$ cat src/rtl/lpm_pkg.sv
package lpm_pkg;
  typedef enum logic [1:0] {
    ST_RUN  = 2'd0,
    ST_WAIT = 2'd1,
    ST_DOZE = 2'd2,
    ST_STOP = 2'd3
  } lp_state_e;

  localparam logic [1:0] ADDR_MODE = 2'd0;
  localparam logic [1:0] ADDR_KEEP = 2'd1;
  localparam logic [1:0] ADDR_PD   = 2'd2;

  // spare encoding 3 falls back to wait
  function automatic lp_state_e depth_sel(input logic [1:0] fld);
    case (fld)
      2'd1:    return ST_DOZE;
      2'd2:    return ST_STOP;
      default: return ST_WAIT;
    endcase
  endfunction
endpackage

$ cat src/rtl/lpm_regs.sv
module lpm_regs
  import lpm_pkg::*;
#(
  parameter int DW = 8
) (
  input  logic          clk_i,
  input  logic          rst_ni,
  input  logic          we_i,
  input  logic [1:0]    addr_i,
  input  logic [DW-1:0] wdata_i,
  output logic [DW-1:0] rdata_o,
  output logic [1:0]    mode_q_o,
  output logic [DW-1:0] keep_q_o,
  output logic [DW-1:0] pd_q_o,
  output logic [DW-1:0] keep_d_o,
  output logic [DW-1:0] pd_d_o
);
  logic [1:0]    mode_q, mode_d;
  logic [DW-1:0] keep_q, keep_d, pd_q, pd_d;

  always_comb begin
    mode_d = mode_q;
    keep_d = keep_q;
    pd_d   = pd_q;
    if (we_i) begin
      case (addr_i)
        ADDR_MODE: mode_d = wdata_i[1:0];
        ADDR_KEEP: keep_d = wdata_i;
        ADDR_PD:   pd_d   = wdata_i;
        default:   ;
      endcase
    end
  end

  always_ff @(posedge clk_i or negedge rst_ni) begin
    if (!rst_ni) begin
      mode_q <= '0;
      keep_q <= '0;
      pd_q   <= '0;
    end else begin
      mode_q <= mode_d;
      keep_q <= keep_d;
      pd_q   <= pd_d;
    end
  end

  always_comb begin
    rdata_o = '0;
    case (addr_i)
      ADDR_MODE: rdata_o[1:0] = mode_q;
      ADDR_KEEP: rdata_o = keep_q;
      ADDR_PD:   rdata_o = pd_q;
      default:   ;
    endcase
  end

  assign mode_q_o = mode_q;
  assign keep_q_o = keep_q;
  assign pd_q_o   = pd_q;
  assign keep_d_o = keep_d;
  assign pd_d_o   = pd_d;

  a_r2_mode_write: assert property (@(posedge clk_i) disable iff (!rst_ni)
    (we_i && addr_i == ADDR_MODE) |=> mode_q == $past(wdata_i[1:0]));
endmodule

$ cat src/rtl/lpm_fsm.sv
module lpm_fsm
  import lpm_pkg::*;
#(
  parameter int NI = 4,
  parameter int NE = 2
) (
  input  logic          clk_i,
  input  logic          rst_ni,
  input  logic          stop_i,
  input  logic [1:0]    mode_fld_i,
  input  logic [NI-1:0] int_irq_i,
  input  logic [NE-1:0] ext_irq_i,
  output lp_state_e     state_q_o,
  output lp_state_e     state_d_o
);
  lp_state_e state_q, state_d;
  logic any_int, any_ext;

  assign any_int = |int_irq_i;
  assign any_ext = |ext_irq_i;

  always_comb begin
    state_d = state_q;
    case (state_q)
      ST_RUN:  if (stop_i) state_d = depth_sel(mode_fld_i);
      ST_WAIT,
      ST_DOZE: if (any_int || any_ext) state_d = ST_RUN;
      ST_STOP: if (any_ext) state_d = ST_RUN;
      default: state_d = ST_RUN;
    endcase
  end

  always_ff @(posedge clk_i or negedge rst_ni) begin
    if (!rst_ni) state_q <= ST_RUN;
    else         state_q <= state_d;
  end

  assign state_q_o = state_q;
  assign state_d_o = state_d;

  a_r3_leave_run: assert property (@(posedge clk_i) disable iff (!rst_ni)
    (state_q == ST_RUN && stop_i) |=> state_q != ST_RUN);
  a_r8_wake_light: assert property (@(posedge clk_i) disable iff (!rst_ni)
    ((state_q == ST_WAIT || state_q == ST_DOZE) && (any_int || any_ext)) |=> state_q == ST_RUN);
  a_r9_stop_hold: assert property (@(posedge clk_i) disable iff (!rst_ni)
    (state_q == ST_STOP && !any_ext) |=> state_q == ST_STOP);
  a_r4_no_reenter: assert property (@(posedge clk_i) disable iff (!rst_ni)
    (state_q != ST_RUN && state_d != ST_RUN) |=> $stable(state_q));
endmodule

$ cat src/rtl/lpm_clk_en.sv
module lpm_clk_en
  import lpm_pkg::*;
#(
  parameter int NP = 8
) (
  input  logic          clk_i,
  input  logic          rst_ni,
  input  lp_state_e     state_d_i,
  input  logic [NP-1:0] keep_d_i,
  input  logic [NP-1:0] pd_d_i,
  input  lp_state_e     state_q_i,
  input  logic [NP-1:0] keep_q_i,
  output logic          cpu_en_o,
  output logic          mem_en_o,
  output logic [NP-1:0] periph_en_o
);
  logic core_on;
  assign core_on = (state_d_i == ST_RUN);

  always_ff @(posedge clk_i or negedge rst_ni) begin
    if (!rst_ni) begin
      cpu_en_o <= 1'b1;
      mem_en_o <= 1'b1;
    end else begin
      cpu_en_o <= core_on;
      mem_en_o <= core_on;
    end
  end

  for (genvar g = 0; g < NP; g++) begin : g_periph
    logic on_d;
    always_comb begin
      case (state_d_i)
        ST_RUN, ST_WAIT: on_d = ~pd_d_i[g];
        ST_DOZE:         on_d = ~pd_d_i[g] & keep_d_i[g];
        default:         on_d = 1'b0;
      endcase
    end
    always_ff @(posedge clk_i or negedge rst_ni) begin
      if (!rst_ni) periph_en_o[g] <= 1'b1;
      else         periph_en_o[g] <= on_d;
    end
  end

  a_r7_stop_dark: assert property (@(posedge clk_i) disable iff (!rst_ni)
    (state_q_i == ST_STOP) |-> (periph_en_o == '0 && !cpu_en_o && !mem_en_o));
  a_r6_doze_keep: assert property (@(posedge clk_i) disable iff (!rst_ni)
    (state_q_i == ST_DOZE) |-> ((periph_en_o & ~keep_q_i) == '0));
  a_r5_core_off: assert property (@(posedge clk_i) disable iff (!rst_ni)
    (state_q_i != ST_RUN) |-> (!cpu_en_o && !mem_en_o));
  a_r11_core_on: assert property (@(posedge clk_i) disable iff (!rst_ni)
    (state_q_i == ST_RUN) |-> (cpu_en_o && mem_en_o));
endmodule

$ cat src/rtl/lp_mode_ctrl.sv
module lp_mode_ctrl
  import lpm_pkg::*;
#(
  parameter int NUM_PERIPH = 8,
  parameter int NUM_INT    = 4,
  parameter int NUM_EXT    = 2
) (
  input  logic                  clk_i,
  input  logic                  rst_ni,
  input  logic                  reg_we_i,
  input  logic [1:0]            reg_addr_i,
  input  logic [NUM_PERIPH-1:0] reg_wdata_i,
  output logic [NUM_PERIPH-1:0] reg_rdata_o,
  input  logic                  stop_i,
  input  logic [NUM_INT-1:0]    int_irq_i,
  input  logic [NUM_EXT-1:0]    ext_irq_i,
  output logic                  cpu_clk_en_o,
  output logic                  mem_clk_en_o,
  output logic [NUM_PERIPH-1:0] periph_clk_en_o,
  output logic [1:0]            lp_mode_o
);
  logic [1:0]            mode_fld;
  logic [NUM_PERIPH-1:0] keep_q, pd_q, keep_d, pd_d;
  lp_state_e             state_q, state_d;

  lpm_regs #(.DW(NUM_PERIPH)) u_regs (
    .clk_i(clk_i), .rst_ni(rst_ni), .we_i(reg_we_i), .addr_i(reg_addr_i),
    .wdata_i(reg_wdata_i), .rdata_o(reg_rdata_o), .mode_q_o(mode_fld),
    .keep_q_o(keep_q), .pd_q_o(pd_q), .keep_d_o(keep_d), .pd_d_o(pd_d)
  );

  lpm_fsm #(.NI(NUM_INT), .NE(NUM_EXT)) u_fsm (
    .clk_i(clk_i), .rst_ni(rst_ni), .stop_i(stop_i), .mode_fld_i(mode_fld),
    .int_irq_i(int_irq_i), .ext_irq_i(ext_irq_i),
    .state_q_o(state_q), .state_d_o(state_d)
  );

  lpm_clk_en #(.NP(NUM_PERIPH)) u_clk_en (
    .clk_i(clk_i), .rst_ni(rst_ni), .state_d_i(state_d), .keep_d_i(keep_d),
    .pd_d_i(pd_d), .state_q_i(state_q), .keep_q_i(keep_q),
    .cpu_en_o(cpu_clk_en_o), .mem_en_o(mem_clk_en_o), .periph_en_o(periph_clk_en_o)
  );

  assign lp_mode_o = state_q;

  a_r10_run_pd: assert property (@(posedge clk_i) disable iff (!rst_ni)
    (lp_mode_o == 2'd0) |-> (periph_clk_en_o == ~pd_q));
endmodule

$ cat config.mk
export PLATFORM = sky130hd
export DESIGN_NAME = lp_mode_ctrl
export DESIGN_NICKNAME = d
export VERILOG_FILES = /design/src/rtl/lpm_pkg.sv /design/src/rtl/lpm_regs.sv /design/src/rtl/lpm_fsm.sv /design/src/rtl/lpm_clk_en.sv /design/src/rtl/lp_mode_ctrl.sv
export SDC_FILE = /design/constraint.sdc
export NUM_CORES = 1
export LEC_CHECK = 0
export BUFFER_PORTS_ARGS = -buffer_cell sky130_fd_sc_hd__buf_2
export CORE_MARGIN = 2
export CORE_UTILIZATION = 40
export CTS_CLUSTER_SIZE = 14
export DETAILED_ROUTE_END_ITERATION = 12
export GPL_TIMING_DRIVEN = 1
export PLACE_DENSITY_LB_ADDON = 0.2
export SLEW_MARGIN = 40
export SYNTH_ARGS = -nofsm -noshare
export SYNTH_HDL_FRONTEND = slang
export SYNTH_SLANG_ARGS = --single-unit
$ cat constraint.sdc
create_clock -name clk_i -period 1.4 [get_ports clk_i]
set_input_delay 0.07 -clock clk_i [delete_from_list [all_inputs] [get_ports clk_i]]
set_output_delay 0.07 -clock clk_i [all_outputs]
set_load 0.005 [all_outputs]
# Word level (Yosys, flattened, before mapping)
# Index checks and enable logic that the tools add are counted.
[op_classes] eq_ne=9 n_reduce_logical=9 muxes=19 bitwise_logic=16
[ops] op="8-bit two-way mux" n=4
[ops] op="1-bit one-hot mux with 2 select lines" n=8
[ops] op="2-bit one-hot mux with 3 select lines" n=2
[ops] op="6-bit one-hot mux with 2 select lines" n=1
[ops] op="2-bit equality test, second input constant" n=5
[ops] op="1-bit AND" n=8
[ops] op="2-bit by 1-bit equality test with 1-bit output, second input constant" n=4
[ops] op="1-bit NOT" n=8
[ops] op="2-bit logical NOT" n=3
[ops] op="2-bit two-way mux" n=3
[ops] op="2-bit OR reduction" n=3
[ops] op="2-bit one-hot mux with 2 select lines" n=1
[ops] op="4-bit OR reduction" n=1
[ops] op="2-bit AND reduction" n=1
[ops] op="1-bit logical OR" n=1
[totals] elab_cells=66 out_inout_bits=20 reg_bits=29

# Longest topological paths before layout
# Gate-level depths: netlist (run 1).
[logic_depth] ltp_word=7 depth_mapped=6

# Cells and area by module
# Synthesis (run 1) repeated with hierarchy kept, for this count alone.
[hier_totals] hier_cells=109 hier_area_um2=1375.1
[modules_own_cells] mod="lpm_regs" n_inst=1 cells_each=63 area_each_um2=862.1
[modules_own_cells] mod="lpm_clk_en" n_inst=1 cells_each=28 area_each_um2=342.8
[modules_own_cells] mod="lpm_fsm" n_inst=1 cells_each=18 area_each_um2=170.2

# Worst setup path before layout (run 1)
# No wires, ideal clock.
[synth_path] kind="register to register" start="reg u_fsm.state_q[0] (netlist: u_fsm.state_q_o[0])" end="reg u_fsm.state_q[1] (netlist: u_fsm.state_q_o[1])" path_slack_ps=-137 t_arrival_ps=1418 path_buffers=1 t_required_ps=1281 synth_period_minus_slack_ps=1537 path_stages_with_launch=7 cell_sequence="dfrtp_1 inv_1 ha_1 nor4b_1 a221o_1 buf_2 and2_1"
[synth_via] elab_chain_len=3 word_cells_on_any_way=6
[synth_rtl] element="from (decl)" line_no="lpm_fsm.sv:16" text="lp_state_e state_q, state_d;"
[synth_rtl] element="from (signal assigned)" line_no="lpm_fsm.sv:35" text="else state_q <= state_d;"
[synth_rtl] element="2-bit by 1-bit equality test with 1-bit output / 2-bit equality test (equally long branches)" line_no="lpm_fsm.sv:24" text="case (state_q)"
[synth_rtl] element="2-bit OR reduction" line_no="lpm_fsm.sv:24"
[synth_rtl] element="2-bit one-hot mux with 3 select lines (*)" line_no="lpm_fsm.sv:24"
[synth_rtl] element="via state_d[1]" line_no="lp_mode_ctrl.sv:24" text="lp_state_e state_q, state_d;"
# Mark *: on every way through the listed nets, which the timed path passes. The rest lies on a longest branch.
# A chain may end at the register's enable or synchronous reset.

# Worst setup path in the final report (run 1)
[layout_path] start="reg u_fsm.state_q[1] (netlist: u_fsm.state_q_o[1])" end="reg u_clk_en.periph_en_o[6]"
[layout_via] elab_chain_len=6 word_cells_on_any_way=14
[layout_rtl] element="2-bit by 1-bit equality test with 1-bit output / 2-bit equality test (equally long branches)" line_no="lpm_fsm.sv:24"
[layout_rtl] element="2-bit OR reduction" line_no="lpm_fsm.sv:24"
[layout_rtl] element="2-bit one-hot mux with 3 select lines (*)" line_no="lpm_fsm.sv:24"
[layout_rtl] element="2-bit by 1-bit equality test with 1-bit output / 2-bit logical NOT (equally long branches)" line_no="lpm_clk_en.sv:33" text="case (state_d_i)"
[layout_rtl] element="2-bit OR reduction" line_no="lpm_clk_en.sv:33"
[layout_rtl] element="1-bit one-hot mux with 2 select lines (*)" line_no="lpm_clk_en.sv:33"
[layout_rtl] element="via u_clk_en.g_periph[6].on_d" line_no="lpm_clk_en.sv:31" text="logic on_d;"
[layout_rtl] element="to (signal, indexed assignment)" line_no="lpm_clk_en.sv:41" text="else periph_en_o[g] <= on_d;"
[layout_rtl] element="to (decl)" line_no="lpm_clk_en.sv:15" text="output logic [NP-1:0] periph_en_o"
# Marked as above.

==> results of run 1 <==
[state kept, by name, summed over array words and instances, names as in the netlist]
register,flops
u_clk_en.cpu_en_o,1
u_regs.mode_q_o,2
u_regs.keep_q_o,8
u_clk_en.periph_en_o,8
u_regs.pd_q_o,8
u_fsm.state_q_o,2
[placed cells by master, fill, tap and decap left out, types with 2 or more instances in the layout]
cell type / instances
a31oi_1: 6
ha_1: 6
or2_2: 8
clkbuf_8: 7
dfstp_2: 9
and2_1: 2
a31oi_2: 2
o211ai_1: 8
and3_2: 7
mux2_2: 10
a22oi_1: 6
nor2b_1: 6
inv_1: 4
nor2_1: 3
buf_2: 39
a21boi_0: 8
nand2_1: 3
buf_4: 9
a222oi_1: 2
dfrtp_1: 20
[worst min path at each step]
stage | endpoint | from | cells past startpoint
2_1_floorplan | u_fsm.state_q_o[0]$_DFF_PN0_ | rst_ni | 0
3_3_place_gp | u_fsm.state_q_o[0]$_DFF_PN0_ | rst_ni | 1
3_5_place_dp | u_fsm.state_q_o[0]$_DFF_PN0_ | rst_ni | 1
4_1_cts | u_regs.pd_q_o[3]$_DFF_PN0_ | reg_wdata_i[3] | 2
5_1_grt | u_regs.pd_q_o[4]$_DFF_PN0_ | reg_wdata_i[4] | 2
6_report | u_regs.pd_q_o[3]$_DFF_PN0_ | reg_wdata_i[3] | 2
[cells in the mapped netlist]
master and count:
dfrtp_1 20, mux2_2 10, dfstp_2 9, a21boi_0 8
a31oi_1 8, o211ai_1 8, or2_2 8, and3_2 7
ha_1 7, a22oi_1 6, nor2b_1 6, inv_1 5
nand2_1 3, nor2_1 3, a222oi_1 2, and2_1 2
buf_2 2, buf_4 2, clkbuf_1 2, a21bo_2 1
a221o_1 1, and3_1 1, clkbuf_2 1, mux2i_2 1
nand2_2 1, nand3b_1 1, nor3_1 1, nor4b_1 1
o21ai_0 1
[routing by layer]
metal | wire, µm | vias up | global-route usage | share of wire
met2 | 1790 | 43 | 0.314 | 0.49
li1 | - | 580 | - | -
met1 | 1560 | 595 | 0.249 | 0.43
met4 | 62 | 0 | 0.0904 | 0.017
met5 | 0 | - | 0 | 0
met3 | 253 | 7 | 0.0486 | 0.069
[kinds of logic (layout without fill, tap and decap cells)]
logic type / after synthesis / after routing / share of synthesized area
compound gates: 35 / 36 / 0.176
simple gates: 34 / 34 / 0.142
buf+inv: 12 / 63 / 0.0381
flops: 29 / 29 / 0.499
fa+ha+maj: 7 / 7 / 0.0593
mux: 11 / 11 / 0.0856
[area by class of cell]
class                      instances  area [µm²]  share of cell area
clock buffer                       7        96.3              0.0495
inverter                           5        18.8             0.00965
sequential                        29         737               0.379
tap                               48        60.1              0.0309
multi-input combinational         88         734               0.378
clock inverter                     1        5.00             0.00257
timing repair buffer              50         293               0.151
[where the power goes]
part	leakage (nW)	total (W)	internal, W	switching, W
logic	0.532	0.00110	0.000562	0.000542
clock network	0.0542	0.000754	0.000443	0.000311
registers	0.339	0.00125	0.00115	0.0000995
[what timing repair did]
action                                 4_1_cts  5_1_grt
resized for setup                            4        4
gates cloned                                 1        0
endpoints found under the hold margin       20        0
hold buffers                                 1        0
setup endpoints to repair                   11       11
pin swaps                                    8        5
[metrics by stage]
step	setup slack, ns	cell area [µm²]	utilization	power [W]
finish	-0.153	1940	0.539	0.00311
global route	-0.197	1940	0.539	0.00331
CTS	-0.161	1920	0.532	0.00307
detailed placement	-0.253	1780	0.494	0.00225
global placement	-0.147	1780	0.494	0.00222
floorplan	-0.0974	1480	-	0.00181
==> metrics, run 1 <==
Critical Path Slowest Stage Cell=a221o_2; Max stage delay on crit path=0.41 ns; Wirelength per Cell=16.1 µm; CTS tree=yes; largest net degree at the start of global routing=30; CP delay by family, top=compound AO/OA/AOI/OAI gates; Final setup viols=11; DRT Wirelength=3670 µm; Min-Delay Path Class=in2reg; setup slack, reg-to-reg=-0.15 ns; Ant. Diodes=0; vias=1225; Synth cell types=29; PortBufs=39; Worst-path clk slew=0.06 ns; Startpoint Class=flip-flop; Congestion Overflow GR=0; Net Count, Synth=155; Setup TNS=-1.10 ns; Leakage=0.925 nW; post-CTS setup buffers=0; Fin Hold WS=0.0499 ns; crit path from=u_fsm.state_q_o[1]$_DFF_PN0_; synth warn=0; Synth area leaders=dfrtp_1, dfstp_2, mux2_2, ha_1, a21boi_0; sequential share of the synthesized area=0.499; Setup WS post-layout=-0.153 ns; Die Footprint=4190 µm²; area share of the largest cell type after synthesis=0.339; worst-path maximum fanout=6; Worst Tran Pin Value=0.624 ns; relative slew slack=0.584; Placer Congestion=0.789; height of the die=64.8 µm; dpl hpwl=2490 µm; post-synthesis cell count=128; share of layout cells above drive strength 1=0.556; fillers=328; Clock Tree Root=clkbuf_8; remaining antenna violation count after routing=0; CORE AREA=3610 µm²; Worst Setup End Kind=flip-flop; IO Pins=40; Data required, critical path=1.60 ns; cts bufs inserted=5; Clk Latency, worst-skew pair=0.28 ns; drt pass-1 iters=5; Fmax=644 MHz; Avg Cell Area, Syn=11.5 µm²; initial antenna violation count=0; worst r2r src=u_fsm.state_q_o[1]$_DFF_PN0_; unrepaired setup endpoints after global routing=yes; WP depth=5; Slew Limit Fails=0; max-cap viol count=0; Hold Vio Cnt, Final=0; skew final=0.00727 ns; RR Endpoint=u_clk_en.periph_en_o[6]$_DFF_PN1_; pwr/cell area=1600 nW/µm²; crit path to=u_clk_en.periph_en_o[6]$_DFF_PN1_; Bufs and invs on worst path=1; failing checks=setup timing; global-route wire length before repair=6040 µm; gr usage total=0.196; Max rail drop VDD=0.777 mV; initial core utilization=0.409; Cell Chain, Critical Path=inv_2, ha_4, nor4b_4, a221o_2, a31oi_1; Placed Cells=218; Non-Filler Instances=228; area growth from synthesis to layout=31.7%; FF-to-FF path depth=5; minimum clock period=1.55 ns; Clock Path Buffers=2; DRT iter0 DRCs=35; area leader, netlist=dfrtp_1; number of synthesized register bits=29; final worst path period share=1.11; crit path kind=reg2reg; Via density=5.37; mapped cell area=1480 µm²; Die X=64.8 µm; row cnt=22; clock sinks=29; vias in the first global route=1223; H-tree depth=2; number of remaining DRC errors=0; CP arrival=1.75 ns; status=finished with violations; Final nets=206
Power figures use the tool's default switching activity.
==> inputs of run 2 (changes only) <==
--- a/config.mk
+++ b/config.mk
@@ -5,11 +5,12 @@
 export SDC_FILE = /design/constraint.sdc
 export NUM_CORES = 1
 export LEC_CHECK = 0
-export BUFFER_PORTS_ARGS = -buffer_cell sky130_fd_sc_hd__buf_2
+export ABC_AREA = 1
 export CORE_MARGIN = 2
 export CORE_UTILIZATION = 40
 export CTS_CLUSTER_SIZE = 14
 export DETAILED_ROUTE_END_ITERATION = 12
+export DONT_BUFFER_PORTS = 1
 export GPL_TIMING_DRIVEN = 1
 export PLACE_DENSITY_LB_ADDON = 0.2
 export SLEW_MARGIN = 40
==> metrics, run 2 <==
global-route wire length before repair=5250 µm; number of synthesized register bits=29; fillers=311; max-cap viol count=0; Clk Latency, worst-skew pair=0.33 ns; CTS tree=yes; DRT Wirelength=3360 µm; Congestion Overflow GR=0; height of the die=63.7 µm; most common cell in the synthesized netlist=nand2_1; Worst Tran Pin Value=0.376 ns; Min-Delay Path Class=in2reg; worst-path maximum fanout=5; Placer Congestion=0.733; Clk pwr share=0.174; Multi-input gate area=657 µm²; most common cell after layout, fill and taps aside=nand2_1; crit path kind=reg2reg; Clock Tree Root=clkbuf_4; post-synthesis cell count=165; cts bufs inserted=5; area leader, netlist=dfrtp_1; number of remaining DRC errors=0; Cell Chain, Critical Path=inv_2, ha_4, nand2_2, nor2_1, nand2_1, nand2_2, nand2_2, buf_6, nand3_2, a21oi_2; Slew Limit Fails=0; Main synth FF type=dfrtp_1; CP arrival=1.64 ns; Avg Cell Area, Syn=8.63 µm²; vias=1148; row cnt=21; remaining antenna violation count after routing=0; most frequent cells after synthesis=nand2_1, inv_1, dfrtp_1; area share of the largest cell type after synthesis=0.351; switching power total=0.000938 W; initial antenna violation count=0; Synth area leaders=dfrtp_1, dfstp_2, nand2_1, ha_1, inv_1; status=completed; Power, Total=0.00271 W; Clock Path Buffers=2; Post-synth EDFFs=0; PortBufs=0; Max stage delay on crit path=0.40 ns; Setup WS post-layout=0.0195 ns; Wirelength per Cell=14.1 µm; placed cell area=1530 µm²; Critical Path Slowest Stage Cell=dfrtp_1; H-tree depth=2; Worst Setup End Kind=flip-flop; largest net degree at the start of global routing=30; Data required, critical path=1.66 ns; IO Pins=40; Max rail drop VDD=0.775 mV; Net Count, Synth=192; sequential share of the synthesized area=0.518; Startpoint Class=flip-flop; skew final=0.00668 ns; minimum clock period=1.38 ns; Final setup viols=0; Worst-path clk slew=0.08 ns; Synth cell types=19; crit-path most repeated cell=nand2_2; mapped cell area=1420 µm²; drt pass-1 iters=4; FF-to-FF path depth=10; Final nets=218; Min-Delay Path Depth=2; Fmax=724 MHz; most frequent cells in the layout=nand2_1, inv_1, dfrtp_1, dlygate4sd3_1; Hold Vio Cnt, Final=0; Net Sw Frac=0.346; dpl hpwl=2270 µm; clock sinks=29; area growth from synthesis to layout=27.7%; Leakage=0.874 nW; Seq pwr share=0.464; unrepaired setup endpoints after global routing=yes; internal power=0.00178 W; Via density=4.82; post-place setup slack=-0.0349 ns; Gate power share=0.362; synth warn=0; relative slew slack=0.747; Final Cell Area=1820 µm²; gr usage total=0.171; pwr/cell area=1490 nW/µm²; Die X=63.7 µm; CORE AREA=3390 µm²; async set or reset register ratio after synthesis=1.00; vias in the first global route=1127; final worst path period share=0.986; DRT iter0 DRCs=39; Ant. Diodes=0; share of layout cells above drive strength 1=0.323; Die Footprint=4050 µm²; initial core utilization=0.420; post-CTS setup buffers=0; total area of sequential cells=737 µm²
-- run 2: changes by cell type after synthesis, moves of 10 or more --
cell / before / now
mux2_2: 10 / 0
nand2_1: 3 / 50
nand3_1: 0 / 11
a21oi_1: 0 / 14
inv_1: 5 / 22
-- run 2: what timing repair did --
item / 4_1_cts / 5_1_grt
gates cloned: 0 / 0
pin swaps: 5 / 9
setup endpoints to repair: 7 / 11
hold buffers: 11 / 0
resized for setup: 17 / 13
endpoints found under the hold margin: 46 / 0
-- run 2: per-stage QoR --
stage                     setup TNS [ns]  cells  utilization  hold slack (ns)
after global routing              -0.413    238        0.536           0.0354
after detailed placement         -0.0945    219        0.452           -0.225
after floorplan                        0    165            -           -0.226
after CTS                              0    238        0.522          0.00744
after global placement           -0.0129    219        0.452           -0.225
final                                  0    238        0.536           0.0248
-- run 2: worst paths after layout --
check	startpoint	slack (ns)	to
setup / recovery	u_fsm.state_q_o[1]$_DFF_PN0_	0.02	u_clk_en.periph_en_o[1]$_DFF_PN1_
setup reg to reg	u_fsm.state_q_o[1]$_DFF_PN0_	0.02	u_clk_en.periph_en_o[1]$_DFF_PN1_
hold / removal	reg_we_i	0.02	u_regs.keep_q_o[0]$_DFF_PN0_
max in group asynchronous	rst_ni	0.99	u_clk_en.periph_en_o[0]$_DFF_PN1_
hold reg to reg	u_regs.keep_q_o[0]$_DFF_PN0_	0.52	u_regs.keep_q_o[0]$_DFF_PN0_
min in group asynchronous	rst_ni	0.16	u_regs.keep_q_o[2]$_DFF_PN0_
-- run 2: power by group through the flow --
stage,Sequential (W),Combinational (W),Clock [W]
2_1_floorplan,0.00125,0.000441,0
3_3_place_gp,0.00127,0.000703,0
3_5_place_dp,0.00127,0.000724,0
4_1_cts,0.00126,0.000909,0.000494
5_1_grt,0.00129,0.00109,0.000537
6_report,0.00126,0.000982,0.000471
-- run 2: cell type report --
type | count | area share
clock buffers | 6 | 0.0227
clock inverters | 2 | 0.00551
inverters | 22 | 0.0454
multi-input cells | 109 | 0.361
flip-flops and latches | 29 | 0.405
well taps | 46 | 0.0317
repair buffers | 24 | 0.128
-- run 2: layer usage --
layer	vias to the layer above	share of wire	global-route usage
met5	-	0	0
met4	0	0.016	0.0652
met3	5	0.034	0.0536
met2	24	0.51	0.292
met1	545	0.44	0.199
li1	574	-	-
-- run 2: kinds of logic after synthesis --
kind of cell / count (synthesis) / synth area share
AOI/OAI and AO/OA: 34 / 0.134
and+or+nand+nor: 68 / 0.196
buffers and inverters: 27 / 0.0905
DFF: 29 / 0.518
adders and majority gates: 7 / 0.0615
-- run 2: worst max-delay path: cells and delay by family (launching register included) --
| kind | cells | cell delay [ns] |
|---|---|---|
| flip-flops | 1 | 0.40 |
| AND/OR/NAND/NOR | 6 | 0.35 |
| buffers and inverters | 2 | 0.22 |
| adder cells (fa/ha/maj) | 1 | 0.20 |
| AO/OA/AOI/OAI | 1 | 0.15 |
==> inputs of run 3 (changes only) <==
--- a/config.mk
+++ b/config.mk
@@ -12,7 +12,7 @@
 export DETAILED_ROUTE_END_ITERATION = 12
 export DONT_BUFFER_PORTS = 1
 export GPL_TIMING_DRIVEN = 1
-export PLACE_DENSITY_LB_ADDON = 0.2
+export PLACE_DENSITY_LB_ADDON = 0.3
 export SLEW_MARGIN = 40
 export SYNTH_ARGS = -nofsm -noshare
 export SYNTH_HDL_FRONTEND = slang
==> metrics, run 3 (synthesized netlist as in run 2, its figures left out) <==
drt pass-1 iters=4; pwr/cell area=1600 nW/µm²; Slew Limit Fails=0; FF-to-FF path depth=10; Gate power share=0.355; height of the die=63.7 µm; unrepaired setup endpoints after global routing=yes; switching power total=0.000951 W; vias in the first global route=1211; global-route wire length before repair=5510 µm; setup slack, reg-to-reg=-0.03 ns; failing checks=setup timing; IO Pins=40; DRT Wirelength=3420 µm; Hold Crit Endpoint=u_regs.keep_q_o[0]$_DFF_PN0_; most common cell after layout, fill and taps aside=nand2_1; internal power=0.00202 W; Min-Delay Path Depth=2; row cnt=21; Cell Chain, Critical Path=inv_2, ha_4, nand2_2, nor2_1, nand2_1, nand2_2, nand2_2, buf_6, nand3_2, a21oi_2; Setup WS post-layout=-0.0330 ns; Fmax=698 MHz; crit-path most repeated cell=nand2_2; largest net degree at the start of global routing=30; Max rail drop VDD=0.717 mV; Worst Setup End Kind=flip-flop; Congestion Overflow GR=0; Ant. Diodes=0; status=finished with violations; number of remaining DRC errors=0; RR Endpoint=u_clk_en.periph_en_o[4]$_DFF_PN1_; initial core utilization=0.420; Net Sw Frac=0.320; CP arrival=1.68 ns; Leakage=0.897 nW; relative slew slack=0.769; gr usage total=0.177; Final setup viols=4; cts bufs inserted=5; most frequent cells in the layout=nand2_1, inv_1, dfrtp_1, buf_4, dlygate4sd3_1; remaining antenna violation count after routing=0; max-cap viol count=0; Clk pwr share=0.218; Hold Vio Cnt, Final=0; crit path kind=reg2reg; CTS tree=yes; Bufs and invs on worst path=2; initial antenna violation count=0; share of layout cells above drive strength 1=0.301; worst r2r src=u_fsm.state_q_o[1]$_DFF_PN0_; Hold Startpoint=reg_we_i; Worst Tran Pin Value=0.343 ns; Clock Path Buffers=2; Min-Delay Path Class=in2reg; Fin Hold WS=0.0310 ns; clock sinks=29; final worst path period share=1.02; DRT iter0 DRCs=28; dpl hpwl=2230 µm; post-place setup slack=-0.00868 ns; Worst-path clk slew=0.09 ns; skew final=0.0113 ns; Clock Tree Root=clkbuf_4; worst-path maximum fanout=5; Clk Latency, worst-skew pair=0.32 ns; Critical Path Slowest Stage Cell=dfrtp_1; Startpoint Class=flip-flop; Final nets=220; Die X=63.7 µm; Seq pwr share=0.427; area growth from synthesis to layout=30.3%; WP depth=10; PortBufs=0; Non-Filler Instances=239; CORE AREA=3390 µm²; minimum clock period=1.43 ns; Data required, critical path=1.65 ns; Wirelength per Cell=14.3 µm; Via density=5.07; Max stage delay on crit path=0.41 ns; CP delay by family, top=flip-flops; Placer Congestion=0.744; H-tree depth=2; Placed Cells=219; Die Footprint=4050 µm²; vias=1212
-- run 3: worst reg2reg max path: cells and delay by family (launching register included) --
family,cells,cell delay [ns]
flip-flops,1,0.41
AND/OR/NAND/NOR,6,0.39
buffers and inverters,2,0.22
adder cells (fa/ha/maj),1,0.20
AO/OA/AOI/OAI,1,0.16
-- run 3: routing by layer --
metal,vias up,GRT usage,routed length [µm]
li1,586,-,-
met1,582,0.207,1480
met2,39,0.312,1720
met3,5,0.0482,185
met4,0,0.0571,36
met5,-,0,0
-- run 3: timing repair --
| action | in CTS | in global routing |
|---|---|---|
| hold buffers | 11 | 0 |
| endpoints found under the setup margin | 6 | 11 |
| pin swaps | 0 | 8 |
| gates cloned | 0 | 1 |
| setup buffers | 0 | 1 |
| endpoints found under the hold margin | 46 | 0 |
| resized for setup | 3 | 20 |
-- run 3: worst max-delay path by stage --
stage,from,slack [ns],to
floorplan,u_fsm.state_q_o[0]$_DFF_PN0_,0.02,u_clk_en.periph_en_o[0]$_DFF_PN1_
global placement,u_fsm.state_q_o[0]$_DFF_PN0_,0.04,u_clk_en.periph_en_o[3]$_DFF_PN1_
detailed placement,u_fsm.state_q_o[0]$_DFF_PN0_,-0.009,u_clk_en.periph_en_o[5]$_DFF_PN1_
CTS,u_fsm.state_q_o[0]$_DFF_PN0_,-0.02,u_clk_en.periph_en_o[5]$_DFF_PN1_
global route,u_fsm.state_q_o[1]$_DFF_PN0_,-0.1,u_clk_en.periph_en_o[0]$_DFF_PN1_
finish,u_fsm.state_q_o[1]$_DFF_PN0_,-0.03,u_clk_en.periph_en_o[4]$_DFF_PN1_
-- run 3: power by group through the flow --
stage / Combinational, W / Clock [W] / Sequential, W
floorplan: 0.000441 / 0 / 0.00125
global placement: 0.000721 / 0 / 0.00128
detailed placement: 0.000746 / 0 / 0.00128
CTS: 0.000815 / 0.000656 / 0.00127
global route: 0.00115 / 0.000696 / 0.00130
finish: 0.00105 / 0.000646 / 0.00127
-- run 3: stage by stage --
stage	setup TNS (ns)	total power (W)	area [µm²]	utilization
detailed placement	-0.0128	0.00203	1550	0.456
global route	-0.774	0.00315	1860	0.547
finish	-0.0448	0.00297	1860	0.547
global placement	0	0.00200	1550	0.456
CTS	-0.0743	0.00274	1750	0.515
floorplan	0	0.00170	1420	-
-- run 3: cell type report --
class	count	area, µm²
Clock buffer	5	37.5
Multi-Input combinational cell	109	636
Timing Repair Buffer	26	270
Tap cell	46	57.6
Sequential cell	29	737
Inverter	22	82.6
Clock inverter	2	35.0
Fill cell	321	1530
